<file path="config.mk">
export PLATFORM = sky130hd
export DESIGN_NAME = lsu_ea_gen
export DESIGN_NICKNAME = d
export VERILOG_FILES = /design/src/rtl/lsag_pkg.sv /design/src/rtl/lsag_decode.sv /design/src/rtl/lsag_offset.sv /design/src/rtl/lsag_outreg.sv /design/src/rtl/lsu_ea_gen.sv
export SDC_FILE = /design/constraint.sdc
export NUM_CORES = 1
export LEC_CHECK = 0
export ABC_AREA = 1
export BUFFER_PORTS_ARGS = -buffer_cell sky130_fd_sc_hd__buf_2
export CAP_MARGIN = 20
export CORE_ASPECT_RATIO = 1.1
export CORE_MARGIN = 3
export CORE_UTILIZATION = 58
export DETAILED_ROUTE_END_ITERATION = 12
export PLACE_DENSITY = 0.95
export SETUP_SLACK_MARGIN = 0.1
export SLEW_MARGIN = 20
export SYNTH_ARGS = -nofsm -noshare
export SYNTH_HDL_FRONTEND = slang
export SYNTH_SLANG_ARGS = --single-unit
</file>
<file path="constraint.sdc">
create_clock -name clk -period 9.8 [get_ports clk]
set_clock_uncertainty 0.1 [all_clocks]
set_input_delay 2.45 -clock clk [delete_from_list [all_inputs] [get_ports clk]]
set_output_delay 2.45 -clock clk [all_outputs]
set_load 0.005 [all_outputs]
</file>
<file path="src/rtl/lsag_pkg.sv">
package lsag_pkg;
  localparam int REG_IDX_W = 5;
  localparam int OPC_W     = 6;
  localparam int BYTES_W   = 4;

  typedef enum logic [1:0] {
    SZ_BYTE  = 2'd0,
    SZ_WORD  = 2'd1,
    SZ_DWORD = 2'd2
  } size_e;

  typedef struct packed {
    logic  is_ld;
    logic  is_st;
    logic  is_fp;
    size_e size;
  } acc_t;
endpackage

</file>
<file path="src/rtl/lsag_decode.sv">
module lsag_decode
  import lsag_pkg::*;
(
  input  logic [OPC_W-1:0] opcode,
  output acc_t             acc
);
  always_comb begin
    acc = '{is_ld: 1'b0, is_st: 1'b0, is_fp: 1'b0, size: SZ_BYTE};
    unique case (opcode)
      6'h00, 6'h01: begin acc.is_ld = 1'b1; acc.size = SZ_BYTE;  end
      6'h04, 6'h05: begin acc.is_ld = 1'b1; acc.size = SZ_WORD;  end
      6'h08, 6'h09: begin acc.is_ld = 1'b1; acc.size = SZ_DWORD; acc.is_fp = 1'b1; end
      6'h03:        begin acc.is_st = 1'b1; acc.size = SZ_BYTE;  end
      6'h06, 6'h07: begin acc.is_st = 1'b1; acc.size = SZ_WORD;  end
      6'h0a, 6'h0b: begin acc.is_st = 1'b1; acc.size = SZ_DWORD; acc.is_fp = 1'b1; end
      default: ;
    endcase
  end
endmodule

</file>
<file path="src/rtl/lsag_offset.sv">
module lsag_offset
  import lsag_pkg::*;
#(
  parameter int XLEN  = 32,
  parameter int OFF_W = 16,
  parameter int LOW_W = 11
) (
  input  logic [31:0]     instr,
  input  acc_t            acc,
  output logic [XLEN-1:0] offset
);
  localparam int HIGH_W = OFF_W - LOW_W;

  logic [OFF_W-1:0] raw;
  logic [OFF_W-1:0] masked;

  // Stores displace the offset's high part into the destination field.
  always_comb begin
    if (acc.is_st)
      raw = {instr[16 +: HIGH_W], instr[LOW_W-1:0]};
    else
      raw = instr[OFF_W-1:0];
  end

  always_comb begin
    unique case (acc.size)
      SZ_WORD:  masked = raw & ~OFF_W'(3);
      SZ_DWORD: masked = raw & ~OFF_W'(7);
      default:  masked = raw;
    endcase
  end

  assign offset = {{(XLEN-OFF_W){masked[OFF_W-1]}}, masked};
endmodule

</file>
<file path="src/rtl/lsag_outreg.sv">
module lsag_outreg #(
  parameter int W = 8
) (
  input  logic         clk,
  input  logic         rst_n,
  input  logic         in_valid,
  output logic         in_ready,
  input  logic [W-1:0] in_data,
  output logic         out_valid,
  input  logic         out_ready,
  output logic [W-1:0] out_data
);
  assign in_ready = !out_valid || out_ready;

  always_ff @(posedge clk) begin
    if (!rst_n) begin
      out_valid <= 1'b0;
      out_data  <= '0;
    end else if (in_ready) begin
      out_valid <= in_valid;
      if (in_valid) out_data <= in_data;
    end
  end

  assert_hold_R11: assert property (@(posedge clk) disable iff (!rst_n)
    (out_valid && !out_ready) |=> (out_valid && $stable(out_data)));
  assert_latency_R10: assert property (@(posedge clk) disable iff (!rst_n)
    (in_valid && in_ready) |=> out_valid);
endmodule

</file>
<file path="src/rtl/lsu_ea_gen.sv">
module lsu_ea_gen
  import lsag_pkg::*;
#(
  parameter int XLEN  = 32,
  parameter int OFF_W = 16,
  parameter int LOW_W = 11
) (
  input  logic            clk,
  input  logic            rst_n,
  input  logic            in_valid,
  output logic            in_ready,
  input  logic [31:0]     in_instr,
  input  logic [XLEN-1:0] in_base,
  output logic            out_valid,
  input  logic            out_ready,
  output logic [4:0]      out_base_idx,
  output logic [4:0]      out_data_idx,
  output logic [XLEN-1:0] out_ea,
  output logic [1:0]      out_size,
  output logic            out_rd,
  output logic            out_wr,
  output logic            out_fp,
  output logic [3:0]      out_bytes
);
  localparam int PAY_W = XLEN + 2*REG_IDX_W + 2 + 3 + BYTES_W;

  acc_t                 acc;
  logic                 is_mem;
  logic [XLEN-1:0]      offset;
  logic [XLEN-1:0]      ea_c;
  logic [REG_IDX_W-1:0] didx_c;
  logic [BYTES_W-1:0]   bytes_c;
  logic [PAY_W-1:0]     pay_in, pay_out;

  lsag_decode u_dec (
    .opcode (in_instr[31:26]),
    .acc    (acc)
  );

  lsag_offset #(.XLEN(XLEN), .OFF_W(OFF_W), .LOW_W(LOW_W)) u_off (
    .instr  (in_instr),
    .acc    (acc),
    .offset (offset)
  );

  assign is_mem = acc.is_ld || acc.is_st;

  // Wrapping add: carry out is discarded.
  always_comb begin
    ea_c = '0;
    if (is_mem) ea_c = in_base + offset;
  end

  always_comb begin
    didx_c = '0;
    if (acc.is_ld)      didx_c = in_instr[20:16];
    else if (acc.is_st) didx_c = in_instr[15:11];
  end

  always_comb begin
    bytes_c = '0;
    if (is_mem) bytes_c = (acc.size == SZ_BYTE) ? BYTES_W'(1) : '1;
  end

  assign pay_in = {in_instr[25:21], didx_c, ea_c, acc.size,
                   acc.is_ld, acc.is_st, acc.is_fp, bytes_c};

  lsag_outreg #(.W(PAY_W)) u_reg (
    .clk       (clk),
    .rst_n     (rst_n),
    .in_valid  (in_valid),
    .in_ready  (in_ready),
    .in_data   (pay_in),
    .out_valid (out_valid),
    .out_ready (out_ready),
    .out_data  (pay_out)
  );

  assign {out_base_idx, out_data_idx, out_ea, out_size,
          out_rd, out_wr, out_fp, out_bytes} = pay_out;

  assert_strobe_excl_R5: assert property (@(posedge clk) disable iff (!rst_n)
    out_valid |-> $onehot0({out_rd, out_wr}));
  assert_fp_size_R7: assert property (@(posedge clk) disable iff (!rst_n)
    (out_valid && out_fp) |-> (out_size == 2'd2 && (out_rd || out_wr)));
  assert_byte_lane_R6: assert property (@(posedge clk) disable iff (!rst_n)
    (out_valid && (out_rd || out_wr) && out_size == 2'd0) |-> (out_bytes == 4'b0001));
  assert_nonmem_quiet_R9: assert property (@(posedge clk) disable iff (!rst_n)
    (out_valid && !out_rd && !out_wr) |-> (out_bytes == 4'b0000 && !out_fp));
  assert_ready_rule_R11: assert property (@(posedge clk) disable iff (!rst_n)
    (out_valid && !out_ready) |-> !in_ready);
  assert_reset_idle_R12: assert property (@(posedge clk)
    $past(!rst_n) |-> !out_valid);
endmodule

</file>
; ---- Yosys cells after proc, flatten, opt, wreduce, memory -nomap -nowiden
; Cells that the tools add are included.
[word_totals]
reg_bits = 52
in_bits = 68
word_cells = 36
[classes]
add_sub_neg = 1
eq_ne = 12
muxes = 11
n_reduce_logical = 10
[ops]
columns = operator, count
row1 = $add 32x32->32, 1
row2 = $mux 32, 1
row3 = $eq 6x3->1 const B, 4
row4 = $eq 6x4->1 const B, 4
row5 = $mux 16, 1
row6 = $mux 5, 2
row7 = $mux 4, 2
row8 = $reduce_or 4->1, 2
row9 = $eq 6x1->1 const B, 1
row10 = $eq 6x2->1 const B, 1
row11 = $logic_not 6->1, 1
row12 = $pmux 3 s2, 1
row13 = $reduce_or 6->1, 1
row14 = $reduce_or 5->1, 1
row15 = $pmux 2 s2, 1
row16 = $mux 1, 3
row17 = $eq 2x1->1 const B, 1
row18 = $eq 2x2->1 const B, 1
row19 = $logic_not 2->1, 1
row20 = $logic_or 1x1->1, 2
row21 = $reduce_and 2->1, 1
row22 = $logic_not 1->1, 1

; ---- Longest topological paths before layout
[logic_depth]
depth_word = 7
ltp_mapped = 19
ltp_nobuf = 19

; ---- Cells and area by module
; Synthesis repeated with hierarchy kept, for this count alone.
[unflattened]
cells_unflattened = 966
hier_area_um2 = 5306.3
[by_module_without_submodules]
columns = module, instances, cells_each, area_per_inst_um2
row1 = lsu_ea_gen, 1, 564, 2660.1
row2 = lsag_outreg, 1, 339, 2302.2
row3 = lsag_offset, 1, 49, 282.8
row4 = lsag_decode, 1, 14, 61.3

; ---- Worst setup path before layout
; No wires, ideal clock.
[synth_path]
path_type = in2out
start = input port out_ready
end = output port in_ready
arrival_time_ns = 2.565
setup_slack_ns = 4.685
stages = 2
path_buffers = 0
cell_sequence = inv_1 > nand2_2
[synth_via]
elab_chain_cells = 1
[synth_rtl]
columns = element, line
row1 = from (decl), lsu_ea_gen.sv:15  ; input logic out_ready,
row2 = $logic_or 1x1->1, lsag_outreg.sv:13  ; assign in_ready = !out_valid || out_ready;
row3 = to (decl), lsu_ea_gen.sv:11  ; output logic in_ready,
; No other way between the ends.

; ---- Worst setup path after layout
; Ends and elaborated chain as after synthesis.

==> parameters.txt <==
Parameter                              Value

Layout
  Fill count ... 699
  Area growth from synthesis to layout ... 16.5%
  Inserted Diodes ... 0
  Fraction of final layout cells with drive strength greater than 1 ... 0.217
  Number of nets in the finished design ... 967

Clock network
  Clock input transition at the sequential cells of the worst setup and hold paths ... 0.09 ns
  Number of resized instances in the post-cts repair step ... 0
  Post-cts hold buffer count ... 0
  Num CTS Buffers ... 5
  Clk root buf ... clkbuf_8
  Deepest level of the CTS H-tree ... 2
  Sink count of the clock tree ... 49
  Worst-skew pair later-pin latency ... 0.29 ns
  Number of post-CTS setup repair buffers ... 0
  Clock tree from TritonCTS ... yes
  Maximum number of buffers from clock root to sink ... 2

Timing
  Slew at the pin closest to its max-slew limit ... 0.671 ns
  Upper clock frequency limit ... 187 MHz
  Relative slew slack ... 0.552
  Tightest hold margin ... 0.366 ns
  Time the worst path needs with I/O delays and setup ... 5.34 ns
  Period Utilization, post-route ... 0.545
  Aggregate negative setup slack ... 0 ns
  Setup slack after layout ... 4.46 ns
  Number of hold violations in the final report ... 0
  Number of max-slew violations in the final report ... 0
  Setup repair after global routing missed its margin ... no
  Final setup vio count ... 0

Logic synthesis
  Synth cell count leaders ... 293 x nand2_1, 126 x inv_1, 54 x nor2_1
  Net count of the mapped netlist ... 854
  Area leader, netlist ... nand2_1
  Synth warnings ... 0
  Post-synthesis compound-gate area fraction ... 0.112
  Share of the synthesized area in the top cell type ... 0.243
  Mapped Cells ... 752
  Number of synthesized register bits ... 49
  Largest family of logic cells by synthesized area ... simple AND/OR/NAND/NOR gates
  Avg Inst Size Synth ... 6.01 um^2
  Async set-reset flop share out of synthesis ... 0
  Cell variety after synth ... 35
  Fraction of the mapped netlist area in simple logic gates ... 0.414
  Mapped cell area ... 4520 um^2
  Multiplexer area fraction after synthesis ... 0.00996
  Post-synth EDFFs ... 0
  Cell types occupying the most area after synthesis ... nand2_1 24%, dfxtp_1 22%, inv_1 10%
  Primary flip-flop cell chosen by synthesis mapping ... dfxtp_1
  Share of synthesized cell area in full adder, half adder and majority cells ... 0.0958
  Xor and xnor area share after synthesis ... 0.0174
  Share of synthesized area occupied by flip-flops and latches ... 0.217
  Most frequent cell after synthesis ... nand2_1

Routing
  Wire length per cell ... 12.5 um
  Detailed-route vias per instance ... 5.22
  Initial DRC Count ... 475
  DRT Wirelength ... 12100 um
  Final ANT Viol Nets ... 0
  Remaining routing DRC violations ... 0
  Number of detailed-route iterations in the first pass ... 5
  Vias after detailed routing ... 5065

Global routing
  Remaining global-route overflow ... 0
  Number of antenna violations at the first check in global routing ... 0
  Vias in the first global route ... 4654
  Overall routing resource usage ... 0.276
  Global-route wire length before repair ... 20600 um
  Pin count of the biggest net entering global routing ... 51

Power and ir drop
  Relative contribution of combinational cells to total power ... 0.375
  Power Dens Cells ... 108 nW/um^2
  Maximum VDD drop ... 63.4 uV
  Sw Ratio ... 0.372
  Clock network fraction of total power ... 0.259
  Part of the total power dissipated in sequential elements ... 0.367
  Final Total Pwr ... 0.570 mW
  Switching Power ... 0.212 mW
  LEAKAGE ... 3.02 nW
  Internal Pwr Total ... 0.358 mW

Job
  Max Cap Viol ... 0

Critical path
  Capture point of the worst reg-to-reg path ... u_reg.out_data[15]
  Sort of element at the end of the critical path ... output pin
  Peak fanout along the critical path ... 3
  Minimum setup slack among reg-to-reg paths ... 7.61 ns
  Setup CP Type ... in -> out
  Required time at the worst-slack endpoint ... 7.25 ns
  Critical register-to-register path startpoint ... u_reg.out_valid
  Worst Reg2Reg Path Length in Cells ... 10
  Data arrival, critical path ... 2.79 ns
  Worst Setup Start Kind ... input port

Placement
  Worst slack at placement ... 4.45 ns
  Placer congestion estimate ... 0.966
  Quantity of I/O buffers inserted on ports ... 120
  Total half-perimeter wirelength after legalization and detailed placement ... 9790 um

Die
  Total core area ... 7510 um^2
  Die height ... 98.6 um
  Chip width ... 90.2 um
  Starting density of the core ... 0.602
  I/O pin count ... 121
  Number of standard-cell rows in the floorplan ... 33
  Die area ... 8890 um^2

Hold path
  Hold-critical path depth ... 2
  Worst hold path class ... reg -> reg
  Hold EP ... u_reg.out_data[21]
  Startpoint of the most critical hold path ... u_reg.out_data[21]

Outcome
  Outcome ... complete, no violations
state kept, by name, summed over array words and instances (netlist names):
signal	flops
u_reg.out_data	48
u_reg.out_valid	1
kinds of logic (layout without fill, tap and decap cells):
group | count (synthesis) | count (layout)
simple gates | 428 | 428
buf+inv | 146 | 260
compound gates | 82 | 82
flops | 49 | 49
fa+ha+maj | 34 | 34
xor+xnor | 9 | 9
mux | 4 | 4
how the worst max path moves through the flow:
stage               depth (start not counted)  slack [ns]  startpoint       end
floorplan                                   2        4.69   out_ready  in_ready
global placement                            4        4.46   out_ready  in_ready
detailed placement                          4        4.45   out_ready  in_ready
CTS                                         4        4.45   out_ready  in_ready
global route                                4        4.43   out_ready  in_ready
finish                                      4        4.46   out_ready  in_ready
cell type report:
cell class | count | area [um^2] | area share
well taps | 105 | 131 | 0.0249
clock inverters | 3 | 46.3 | 0.00879
repair buffers | 121 | 608 | 0.115
inverters | 131 | 497 | 0.0943
clock buffers | 5 | 68.8 | 0.0131
flip-flops and latches | 49 | 981 | 0.186
multi-input cells | 557 | 2930 | 0.557
power groups by stage:
stage	logic, mW	clock network (mW)	registers (mW)
finish	0.214	0.148	0.209
detailed placement	0.209	0	0.214
floorplan	0.151	0	0.214
global placement	0.205	0	0.213
global route	0.242	0.160	0.210
CTS	0.210	0.149	0.209
metrics by stage:
| stage | cell area [um^2] | util | std cells |
|---|---|---|---|
| 3_3_place_gp | 5150 | 0.685 | 963 |
| 5_1_grt | 5270 | 0.701 | 971 |
| 4_1_cts | 5270 | 0.701 | 971 |
| 3_5_place_dp | 5150 | 0.685 | 963 |
| 6_report | 5270 | 0.701 | 971 |
| 2_1_floorplan | 4520 | - | 752 |
worst max-delay path, stage by stage:
cell and delay (ns):
buf_2 0.09, inv_1 0.05, nand2_2 0.07, buf_2 0.13
per-layer routing:
layer | wire [um] | GRT usage | part of all wire
met1 | 5240 | 0.364 | 0.43
met2 | 5610 | 0.466 | 0.46
met3 | 919 | 0.0313 | 0.076
met4 | 376 | 0.100 | 0.031
met5 | 0 | 0 | 0
cells in the final DEF (no fill, tap or decap), types with 9 or more instances in the layout:
master / count
nand3_2: 19
inv_1: 126
buf_2: 120
xor2_1: 9
ha_1: 33
nand3_1: 39
o21ai_0: 10
dfxtp_1: 49
a21oi_1: 41
nand2_1: 293
nor2_1: 54
a21oi_2: 19
(Power assumes the default switching activity.)
